==> config.mk <==
export PLATFORM = sky130hd
export DESIGN_NAME = tport_master
export DESIGN_NICKNAME = d
export VERILOG_FILES = /design/src/rtl/tport_pkg.sv /design/src/rtl/tport_range_chk.sv /design/src/rtl/tport_timer.sv /design/src/rtl/tport_seq.sv /design/src/rtl/tport_pindrv.sv /design/src/rtl/tport_master.sv
export SDC_FILE = /design/constraint.sdc
export NUM_CORES = 1
export LEC_CHECK = 0
export ABC_AREA = 1
export BUFFER_PORTS_ARGS = -buffer_cell sky130_fd_sc_hd__buf_2
export CAP_MARGIN = 10
export CORE_ASPECT_RATIO = 1.4
export CORE_MARGIN = 1.5
export CORE_UTILIZATION = 40
export DETAILED_ROUTE_END_ITERATION = 16
export GPL_TIMING_DRIVEN = 0
export PLACE_DENSITY_LB_ADDON = 0.2
export SLEW_MARGIN = 10
export SYNTH_ARGS = -nofsm -noshare
export SYNTH_HDL_FRONTEND = slang
export SYNTH_HIERARCHICAL = 1
export SYNTH_SLANG_ARGS = --single-unit
==> constraint.sdc <==
create_clock -name clk -period 4.5 [get_ports clk]
set_input_delay 1.125 -clock clk [delete_from_list [all_inputs] [get_ports clk]]
set_output_delay 1.125 -clock clk [all_outputs]
set_load 0.03 [all_outputs]
==> src/rtl/tport_pkg.sv <==
package tport_pkg;

   typedef enum logic [3:0] {
      ST_IDLE,
      ST_REJECT,
      ST_ADR_SETUP,
      ST_ADR_HIGH,
      ST_ADR_LOW,
      ST_DAT_SETUP,
      ST_DAT_HIGH,
      ST_DAT_LOW,
      ST_RD_WAIT,
      ST_FINISH
   } tport_state_e;

   function automatic logic is_addr_state(input tport_state_e s);
      return (s == ST_ADR_SETUP) || (s == ST_ADR_HIGH) || (s == ST_ADR_LOW);
   endfunction

   function automatic logic is_data_state(input tport_state_e s);
      return (s == ST_DAT_SETUP) || (s == ST_DAT_HIGH) || (s == ST_DAT_LOW);
   endfunction

endpackage

==> src/rtl/tport_range_chk.sv <==
module tport_range_chk #(
   parameter int REQ_W  = 16,
   parameter int DATA_W = 8
) (
   input  logic [REQ_W-1:0] addr,
   input  logic [REQ_W-1:0] wdata,
   input  logic             is_write,
   output logic             in_range
);

   generate
      if (REQ_W > DATA_W) begin : g_wide
         logic addr_over;
         logic data_over;
         logic unused_low;
         assign addr_over  = |addr[REQ_W-1:DATA_W];
         assign data_over  = |wdata[REQ_W-1:DATA_W];
         assign in_range   = !addr_over && !(is_write && data_over);
         assign unused_low = ^{addr[DATA_W-1:0], wdata[DATA_W-1:0]};
      end else begin : g_exact
         logic unused_all;
         assign in_range   = 1'b1;
         assign unused_all = ^{addr, wdata, is_write};
      end
   endgenerate

endmodule

==> src/rtl/tport_timer.sv <==
module tport_timer #(
   parameter int CNT_W = 10
) (
   input  logic             clk,
   input  logic             rst_n,
   input  logic             load,
   input  logic [CNT_W-1:0] load_val,
   output logic             expired
);

   logic [CNT_W-1:0] cnt_q;

   always_ff @(posedge clk or negedge rst_n) begin
      if (!rst_n) begin
         cnt_q <= '0;
      end else if (load) begin
         cnt_q <= load_val;
      end else if (cnt_q != '0) begin
         cnt_q <= cnt_q - 1'b1;
      end
   end

   assign expired = (cnt_q == '0);

endmodule

==> src/rtl/tport_seq.sv <==
module tport_seq
   import tport_pkg::*;
#(
   parameter int DATA_W  = 8,
   parameter int PHASE_W = 6,
   parameter int WAIT_W  = 10,
   parameter int CNT_W   = 10
) (
   input  logic               clk,
   input  logic               rst_n,
   input  logic [PHASE_W-1:0] cfg_phase,
   input  logic [WAIT_W-1:0]  cfg_wait,
   input  logic               start,
   input  logic               start_write,
   input  logic               start_ok,
   input  logic [DATA_W-1:0]  start_addr,
   input  logic [DATA_W-1:0]  start_data,
   input  logic               expired,
   output tport_state_e       state,
   output logic               tmr_load,
   output logic [CNT_W-1:0]   tmr_val,
   output logic [DATA_W-1:0]  addr_q,
   output logic [DATA_W-1:0]  data_q
);

   tport_state_e       state_q;
   tport_state_e       state_d;
   logic [PHASE_W-1:0] phase_m1_in;
   logic [WAIT_W-1:0]  wait_m1_in;
   logic [PHASE_W-1:0] phase_m1_q;
   logic [WAIT_W-1:0]  wait_m1_q;
   logic               write_q;
   logic               take;

   assign phase_m1_in = (cfg_phase == '0) ? '0 : cfg_phase - 1'b1;
   assign wait_m1_in  = (cfg_wait == '0) ? '0 : cfg_wait - 1'b1;
   assign take        = (state_q == ST_IDLE) && start;

   always_comb begin
      state_d  = state_q;
      tmr_load = 1'b0;
      tmr_val  = CNT_W'(phase_m1_q);
      unique case (state_q)
         ST_IDLE: begin
            if (start) begin
               tmr_load = 1'b1;
               tmr_val  = CNT_W'(phase_m1_in);
               state_d  = start_ok ? ST_ADR_SETUP : ST_REJECT;
            end
         end
         ST_REJECT: state_d = ST_IDLE;
         ST_ADR_SETUP: begin
            if (expired) begin
               tmr_load = 1'b1;
               state_d  = ST_ADR_HIGH;
            end
         end
         ST_ADR_HIGH: begin
            if (expired) begin
               tmr_load = 1'b1;
               state_d  = ST_ADR_LOW;
            end
         end
         ST_ADR_LOW: begin
            if (expired) begin
               tmr_load = 1'b1;
               if (write_q) begin
                  state_d = ST_DAT_SETUP;
               end else begin
                  tmr_val = CNT_W'(wait_m1_q);
                  state_d = ST_RD_WAIT;
               end
            end
         end
         ST_DAT_SETUP: begin
            if (expired) begin
               tmr_load = 1'b1;
               state_d  = ST_DAT_HIGH;
            end
         end
         ST_DAT_HIGH: begin
            if (expired) begin
               tmr_load = 1'b1;
               state_d  = ST_DAT_LOW;
            end
         end
         ST_DAT_LOW: if (expired) state_d = ST_FINISH;
         ST_RD_WAIT: if (expired) state_d = ST_FINISH;
         ST_FINISH:  state_d = ST_IDLE;
         default:    state_d = ST_IDLE;
      endcase
   end

   always_ff @(posedge clk or negedge rst_n) begin
      if (!rst_n) begin
         state_q    <= ST_IDLE;
         phase_m1_q <= '0;
         wait_m1_q  <= '0;
         write_q    <= 1'b0;
         addr_q     <= '0;
         data_q     <= '0;
      end else begin
         state_q <= state_d;
         if (take) begin
            phase_m1_q <= phase_m1_in;
            wait_m1_q  <= wait_m1_in;
            write_q    <= start_write;
            addr_q     <= start_addr;
            data_q     <= start_data;
         end
      end
   end

   assign state = state_q;

endmodule

==> src/rtl/tport_pindrv.sv <==
module tport_pindrv
   import tport_pkg::*;
#(
   parameter int DATA_W = 8
) (
   input  tport_state_e      state,
   input  logic [DATA_W-1:0] addr_q,
   input  logic [DATA_W-1:0] data_q,
   output logic              tp_en,
   output logic              tp_clk,
   output logic [DATA_W-1:0] tp_din,
   output logic              busy,
   output logic              done,
   output logic              err
);

   always_comb begin
      tp_en  = is_addr_state(state);
      tp_clk = (state == ST_ADR_HIGH) || (state == ST_DAT_HIGH);
      if (is_addr_state(state)) begin
         tp_din = addr_q;
      end else if (is_data_state(state)) begin
         tp_din = data_q;
      end else begin
         tp_din = '0;
      end
   end

   assign busy = (state != ST_IDLE);
   assign done = (state == ST_FINISH) || (state == ST_REJECT);
   assign err  = (state == ST_REJECT);

endmodule

==> src/rtl/tport_master.sv <==
module tport_master
   import tport_pkg::*;
#(
   parameter int DATA_W  = 8,
   parameter int REQ_W   = 16,
   parameter int PHASE_W = 6,
   parameter int WAIT_W  = 10
) (
   input  logic               clk,
   input  logic               rst_n,
   input  logic [PHASE_W-1:0] cfg_phase,
   input  logic [WAIT_W-1:0]  cfg_wait,
   input  logic               req_valid,
   input  logic               req_write,
   input  logic [REQ_W-1:0]   req_addr,
   input  logic [REQ_W-1:0]   req_wdata,
   output logic               busy,
   output logic               done,
   output logic               err,
   output logic [DATA_W-1:0]  rd_data,
   output logic               tp_en,
   output logic               tp_clk,
   output logic [DATA_W-1:0]  tp_din,
   input  logic [DATA_W-1:0]  tp_dout
);

   localparam int CNT_W = (PHASE_W > WAIT_W) ? PHASE_W : WAIT_W;

   generate
      if (REQ_W < DATA_W) begin : g_bad_req_w
         $error("tport_master: REQ_W must be at least DATA_W");
      end
      if (PHASE_W < 1 || WAIT_W < 1) begin : g_bad_cnt_w
         $error("tport_master: PHASE_W and WAIT_W must be positive");
      end
   endgenerate

   tport_state_e      state;
   logic              in_range;
   logic              expired;
   logic              tmr_load;
   logic [CNT_W-1:0]  tmr_val;
   logic [DATA_W-1:0] addr_q;
   logic [DATA_W-1:0] data_q;
   logic [DATA_W-1:0] rd_q;

   tport_range_chk #(.REQ_W(REQ_W), .DATA_W(DATA_W)) u_range (
      .addr     (req_addr),
      .wdata    (req_wdata),
      .is_write (req_write),
      .in_range (in_range)
   );

   tport_seq #(
      .DATA_W  (DATA_W),
      .PHASE_W (PHASE_W),
      .WAIT_W  (WAIT_W),
      .CNT_W   (CNT_W)
   ) u_seq (
      .clk         (clk),
      .rst_n       (rst_n),
      .cfg_phase   (cfg_phase),
      .cfg_wait    (cfg_wait),
      .start       (req_valid),
      .start_write (req_write),
      .start_ok    (in_range),
      .start_addr  (req_addr[DATA_W-1:0]),
      .start_data  (req_wdata[DATA_W-1:0]),
      .expired     (expired),
      .state       (state),
      .tmr_load    (tmr_load),
      .tmr_val     (tmr_val),
      .addr_q      (addr_q),
      .data_q      (data_q)
   );

   tport_timer #(.CNT_W(CNT_W)) u_timer (
      .clk      (clk),
      .rst_n    (rst_n),
      .load     (tmr_load),
      .load_val (tmr_val),
      .expired  (expired)
   );

   tport_pindrv #(.DATA_W(DATA_W)) u_pins (
      .state  (state),
      .addr_q (addr_q),
      .data_q (data_q),
      .tp_en  (tp_en),
      .tp_clk (tp_clk),
      .tp_din (tp_din),
      .busy   (busy),
      .done   (done),
      .err    (err)
   );

   always_ff @(posedge clk or negedge rst_n) begin
      if (!rst_n) begin
         rd_q <= '0;
      end else if ((state == ST_RD_WAIT) && expired) begin
         rd_q <= tp_dout;
      end
   end

   assign rd_data = rd_q;

endmodule

Word-level counts from Yosys, hierarchy flattened

Cells that the tools add are included.

$add $sub $neg: 3
Equal/unequal tests: 16
Multiplexer cells: 23
Reductions and logical operators: 24

Operators with widths:

| operator                                            | count |
|---|---|
| two-way mux 10 bit                                  | 5 |
| two-way mux 4 bit                                   | 8 |
| one-hot mux 4 bit (7 select lines)                  | 1 |
| zero test 10 bit                                    | 2 |
| one-hot mux 10 bit (2 select lines)                 | 1 |
| subtractor 10 x 1 -> 10 bit, second input constant  | 2 |
| equality test 4 x 3 -> 1 bit, second input constant | 4 |
| two-way mux 8 bit                                   | 2 |
| OR reduction 8 bit                                  | 2 |
| two-way mux 6 bit                                   | 2 |
| inequality test 2 bit, second input constant        | 6 |
| nonzero test 10 bit                                 | 1 |
| equality test 4 x 2 -> 1 bit, second input constant | 2 |
| equality test 4 bit, second input constant          | 2 |
| AND reduction 7 bit                                 | 1 |
| zero test 6 bit                                     | 1 |
| logical OR 1 bit                                    | 6 |
| subtractor 6 x 1 -> 6 bit, second input constant    | 1 |
| OR reduction 5 bit                                  | 1 |
| equality test 4 x 1 -> 1 bit, second input constant | 1 |
| logical AND 1 bit                                   | 4 |
| zero test 4 bit                                     | 1 |
| nonzero test 4 bit                                  | 1 |
| zero test 1 bit                                     | 2 |
| other kinds (6)                                     | 7 |

Register bits after elaboration: 55
Output and inout bits: 21
Word-level logic and storage cells: 74

Longest topological paths before layout

Word-level depth: 7
Depth in mapped cells: 16

Modules after synthesis

The synthesis kept the hierarchy.

By module, submodules not included:

| module          | times used | cells each | area each (µm²) | sequential area each (µm²) |
|---|---|---|---|---|
| tport_seq       | 1          | 288        | 2,177.1         | 925.9 |
| tport_timer     | 1          | 91         | 670.6           | 250.2 |
| tport_master    | 1          | 40         | 380.4           | 200.2 |
| tport_pindrv    | 1          | 40         | 197.7           | 0.0 |
| tport_range_chk | 1          | 15         | 58.8            | 0.0 |

Worst setup path after synthesis

Ideal clock, no wire load.

Kind: reg-to-output
Start point: reg u_seq.state_q[0] (netlist: u_seq/state[0])
End point: out done
Data arrival time: 1.355 ns
Required time: 3.375 ns
Path slack: 2.020 ns
Cell stages (with the launch flop): 3
Cells stage by stage: dfrtp_1 inv_1 nor3_1

Cells in the longest elaborated chain, start to end: 2
Elaborated cells between the ends (all ways): 3
Classes of those cells: eq/ne: 2; reduce/logical: 1

RTL lines:

| element                                                             | RTL line           | RTL |
|---|---|---|
| from (decl)                                                         | tport_seq.sv:26    | `tport_state_e state_q;` |
| from (signal assigned)                                              | tport_seq.sv:103   | `state_q <= state_d;` |
| equality test 4 bit or equality test 4 x 1 -> 1 bit (tied branches) | tport_pindrv.sv:30 | `assign done = (state == ST_FINISH) \|\| (state == ST_REJECT);` |
| logical OR 1 bit *                                                  | tport_pindrv.sv:30 |  |
| to (decl)                                                           | tport_master.sv:18 | `output logic done,` |

Every way passes the cells marked *; elsewhere a longest branch is shown, timed or not.

Worst setup path in the final report

Start point: reg u_seq.state_q[2] (netlist: u_seq/state[2])
End point: out tp_din[4]

Cells in the longest elaborated chain, start to end: 5
Elaborated cells between the ends (all ways): 12
Classes of those cells: eq/ne: 6; mux: 2; reduce/logical: 4

RTL lines:

| element                        | RTL line           | RTL |
|---|---|---|
| equality test 4 x 3 -> 1 bit   | tport_pkg.sv:21    | `return (s == ST_DAT_SETUP) \|\| (s == ST_DAT_HIGH) \|\| (s == ST_DAT_LOW);` |
| logical OR 1 bit (2 in series) | tport_pkg.sv:21    |  |
| two-way mux 8 bit              | tport_pindrv.sv:22 | `end else if (is_data_state(state)) begin` |
| two-way mux 8 bit *            | tport_pindrv.sv:20 | `if (is_addr_state(state)) begin` |
| to (decl)                      | tport_master.sv:23 | `output logic [DATA_W-1:0] tp_din,` |

Marks and branches as above.

==> results.sh <==
export IMPL_yosys_top_cells_count="nand2_1, dfrtp_1, nor2_1"
export IMPL_finish_utilization_pct=49.0
export IMPL_fin_nets=626
export IMPL_ys_warn_count=6
export IMPL_ir_drop_uv=279
export IMPL_cts_buffers=5
export IMPL_ioPinCount=81
export IMPL_setup_viol=0
export IMPL_worst_pin_slew_ps=691
export IMPL_viasPerCell=4.78
export IMPL_endpoint_kind="primary output"
export IMPL_max_cap_violations=0
export IMPL_max_slew_margin_rel_pct=53.9
export IMPL_area_growth_pct=19.7
export IMPL_die_h_um=113
export IMPL_h_tree_depth=2
export IMPL_critical_path_class="reg -> out"
export IMPL_slew_violations=0
export IMPL_root_buffer="clkbuf_16"
export IMPL_dieWidth_um=81.9
export IMPL_cts_tree="yes"
export IMPL_synthMostInstantiatedCell="nand2_1"
export IMPL_synth_edf_count=0
export IMPL_cts_setup_buffers=0
export IMPL_worstHoldPathCells=2
export IMPL_synth_async_reset_ratio_pct=100
export IMPL_grt_pass1_wl_mm=13.5
export IMPL_drt_wl_total_mm=7.74
export IMPL_max_freq_ghz=0.351
export IMPL_core_region_area_um2=8510
export IMPL_grt_overflow_total=0
export IMPL_power_leakage_nw=2.20
export IMPL_grt_setup_unrepaired="false"
export IMPL_status="complete, no violations"
export IMPL_drive_above_1_share_pct=24.6
export IMPL_syn_nets=539
export IMPL_finalCritPeriodShare_pct=63.2
export IMPL_wl_per_cell_um=11.6
export IMPL_yosysSeqAreaShare_pct=39.5
export IMPL_dp_hpwl_mm=6.06
export IMPL_initial_core_util_pct=41.0
export IMPL_power_density_nw_per_um2=590
export IMPL_ys_top_cells_by_area="dfrtp_1, nand2_1, nand3_1, nor2_1, inv_1"
export IMPL_hold_viol_final=0
export IMPL_cts_resized=0
export IMPL_num_antenna_cells=0
export IMPL_synth_seq_cells=55
export IMPL_rows=40
export IMPL_synth_area_leader_cell="dfrtp_1"
export IMPL_synth_cells=474
export IMPL_place_port_buffers=80
export IMPL_postCtsHoldBufs=0
export IMPL_clk_latency_ps=300
export IMPL_clockBufferDepth=2
export IMPL_synth_flop_cell="dfrtp_1"
export IMPL_grt_total_usage_pct=18.1
export IMPL_arrival_ps=1720
export IMPL_drtIter0Drc=128
export IMPL_hold_slack_ps=471
export IMPL_clkTransAtPathRegs_ps=70
export IMPL_start_kind="register"
export IMPL_die_area_um2=9290
export IMPL_cp_max_fo=13
export IMPL_synth_top_cell_area_share_pct=39.5
export IMPL_fin_crit_ps=2850
export IMPL_route_detailed_drc=0
export IMPL_detail_route_first_pass_iterations=4
export IMPL_grt_pass1_vias=3065
export IMPL_avgSynthCellArea_um2=7.35
export IMPL_post_synth_instance_area_um2=3480
export IMPL_hp_class="reg -> reg"
export IMPL_r2r_cells=16
export IMPL_vias=3190
export IMPL_clock_sinks=55
export IMPL_antenna_found_initial=0
export IMPL_finalSetupTns_ps=0
export IMPL_grt_max_degree=56
export IMPL_required_ps=3380
export IMPL_gp_congestion=0.870
export IMPL_ant_nets=0
export IMPL_skew_ps=6.97
export IMPL_yosysUniqueCellTypes=39
metal layers:
metal	up-vias	part of all wire [%]	GRT usage, %
met2	70	51	31.6
li1	1670	-	-
met5	-	0	0
met3	9	3.9	3.04
met1	1441	43	22.6
met4	0	1.5	4.52
final cells by class:
cell class	count	area [µm²]
Clock inverter	3	26.3
Timing Repair Buffer	80	403
Clock buffer	5	125
Inverter	43	161
Fill cell	891	4340
Sequential cell	55	1380
Tap cell	105	131
Buffer	8	83.8
Multi-Input combinational cell	368	1860
state kept, by name, indices dropped and copies added, names as in the netlist:
name,cells
rd_data,8
u_seq/addr_q,8
u_seq/data_q,8
u_seq/phase_m1_q,6
u_seq/state,4
u_seq/wait_m1_q,10
u_seq/write_q,1
u_timer/cnt_q,10
worst paths after layout:
kind                                                   to                         start  slack (ps)
min in group asynchronous          rd_data[5]$_DFFE_PN0P_                         rst_n         860
setup / recovery                                tp_din[4]    u_seq/state[2]$_DFFE_PN0P_        1650
setup reg to reg             u_timer/cnt_q[1]$_DFFE_PN0P_  u_timer/cnt_q[0]$_DFFE_PN0P_        1810
hold / removal                     rd_data[1]$_DFFE_PN0P_        rd_data[1]$_DFFE_PN0P_         470
hold reg to reg                    rd_data[1]$_DFFE_PN0P_        rd_data[1]$_DFFE_PN0P_         470
max in group asynchronous  u_seq/wait_m1_q[3]$_DFFE_PN0P_                         rst_n        3170
power breakdown:
part	internal, mW	switching, mW	total (mW)
Sequential	0.707	0.167	0.874
Clock	0.212	0.188	0.400
Combinational	0.418	0.769	1.19
critical path, stage by stage, from the launching register on:
cell,delay [ps]
dfrtp_1,660
nand2_1,170
nor2_4,220
nand2_1,90
nand2_1,80
buf_2,190
placed cells by master, fill, tap and decap left out, drive strengths merged:
master,count
buf,88
and3,1
xnor2,2
nor3,1
nand3,41
nand4,15
ha,5
o21bai,2
nand2,193
and2,1
a21boi,1
a21oi,3
dfrtp,55
clkbuf,5
xor2,9
o21ai,17
clkinv,1
nor2,63
nand3b,2
o211ai,4
or2,6
inv,45
o22ai,2
logic make-up (layout without fill, tap and decap cells):
logic type | Yosys count | in the layout | share of synthesized area [%]
and+or+nand+nor | 323 | 323 | 43.6
DFF | 55 | 55 | 39.5
buffers and inverters | 51 | 139 | 7.04
AOI/OAI and AO/OA | 29 | 29 | 5.31
xor gates and xnor gates | 11 | 11 | 2.77
adders and majority gates | 5 | 5 | 1.80
per-stage QoR:
stage,area (µm²),std cells,setup slack (ps),power (mW)
floorplan,3480,474,2020,1.77
global placement,4020,659,1780,2.05
detailed placement,4020,659,1770,2.08
CTS,4170,667,1640,2.48
global route,4170,667,1510,2.69
finish,4170,667,1650,2.46
Note: power is estimated with default switching activity, not from simulation.
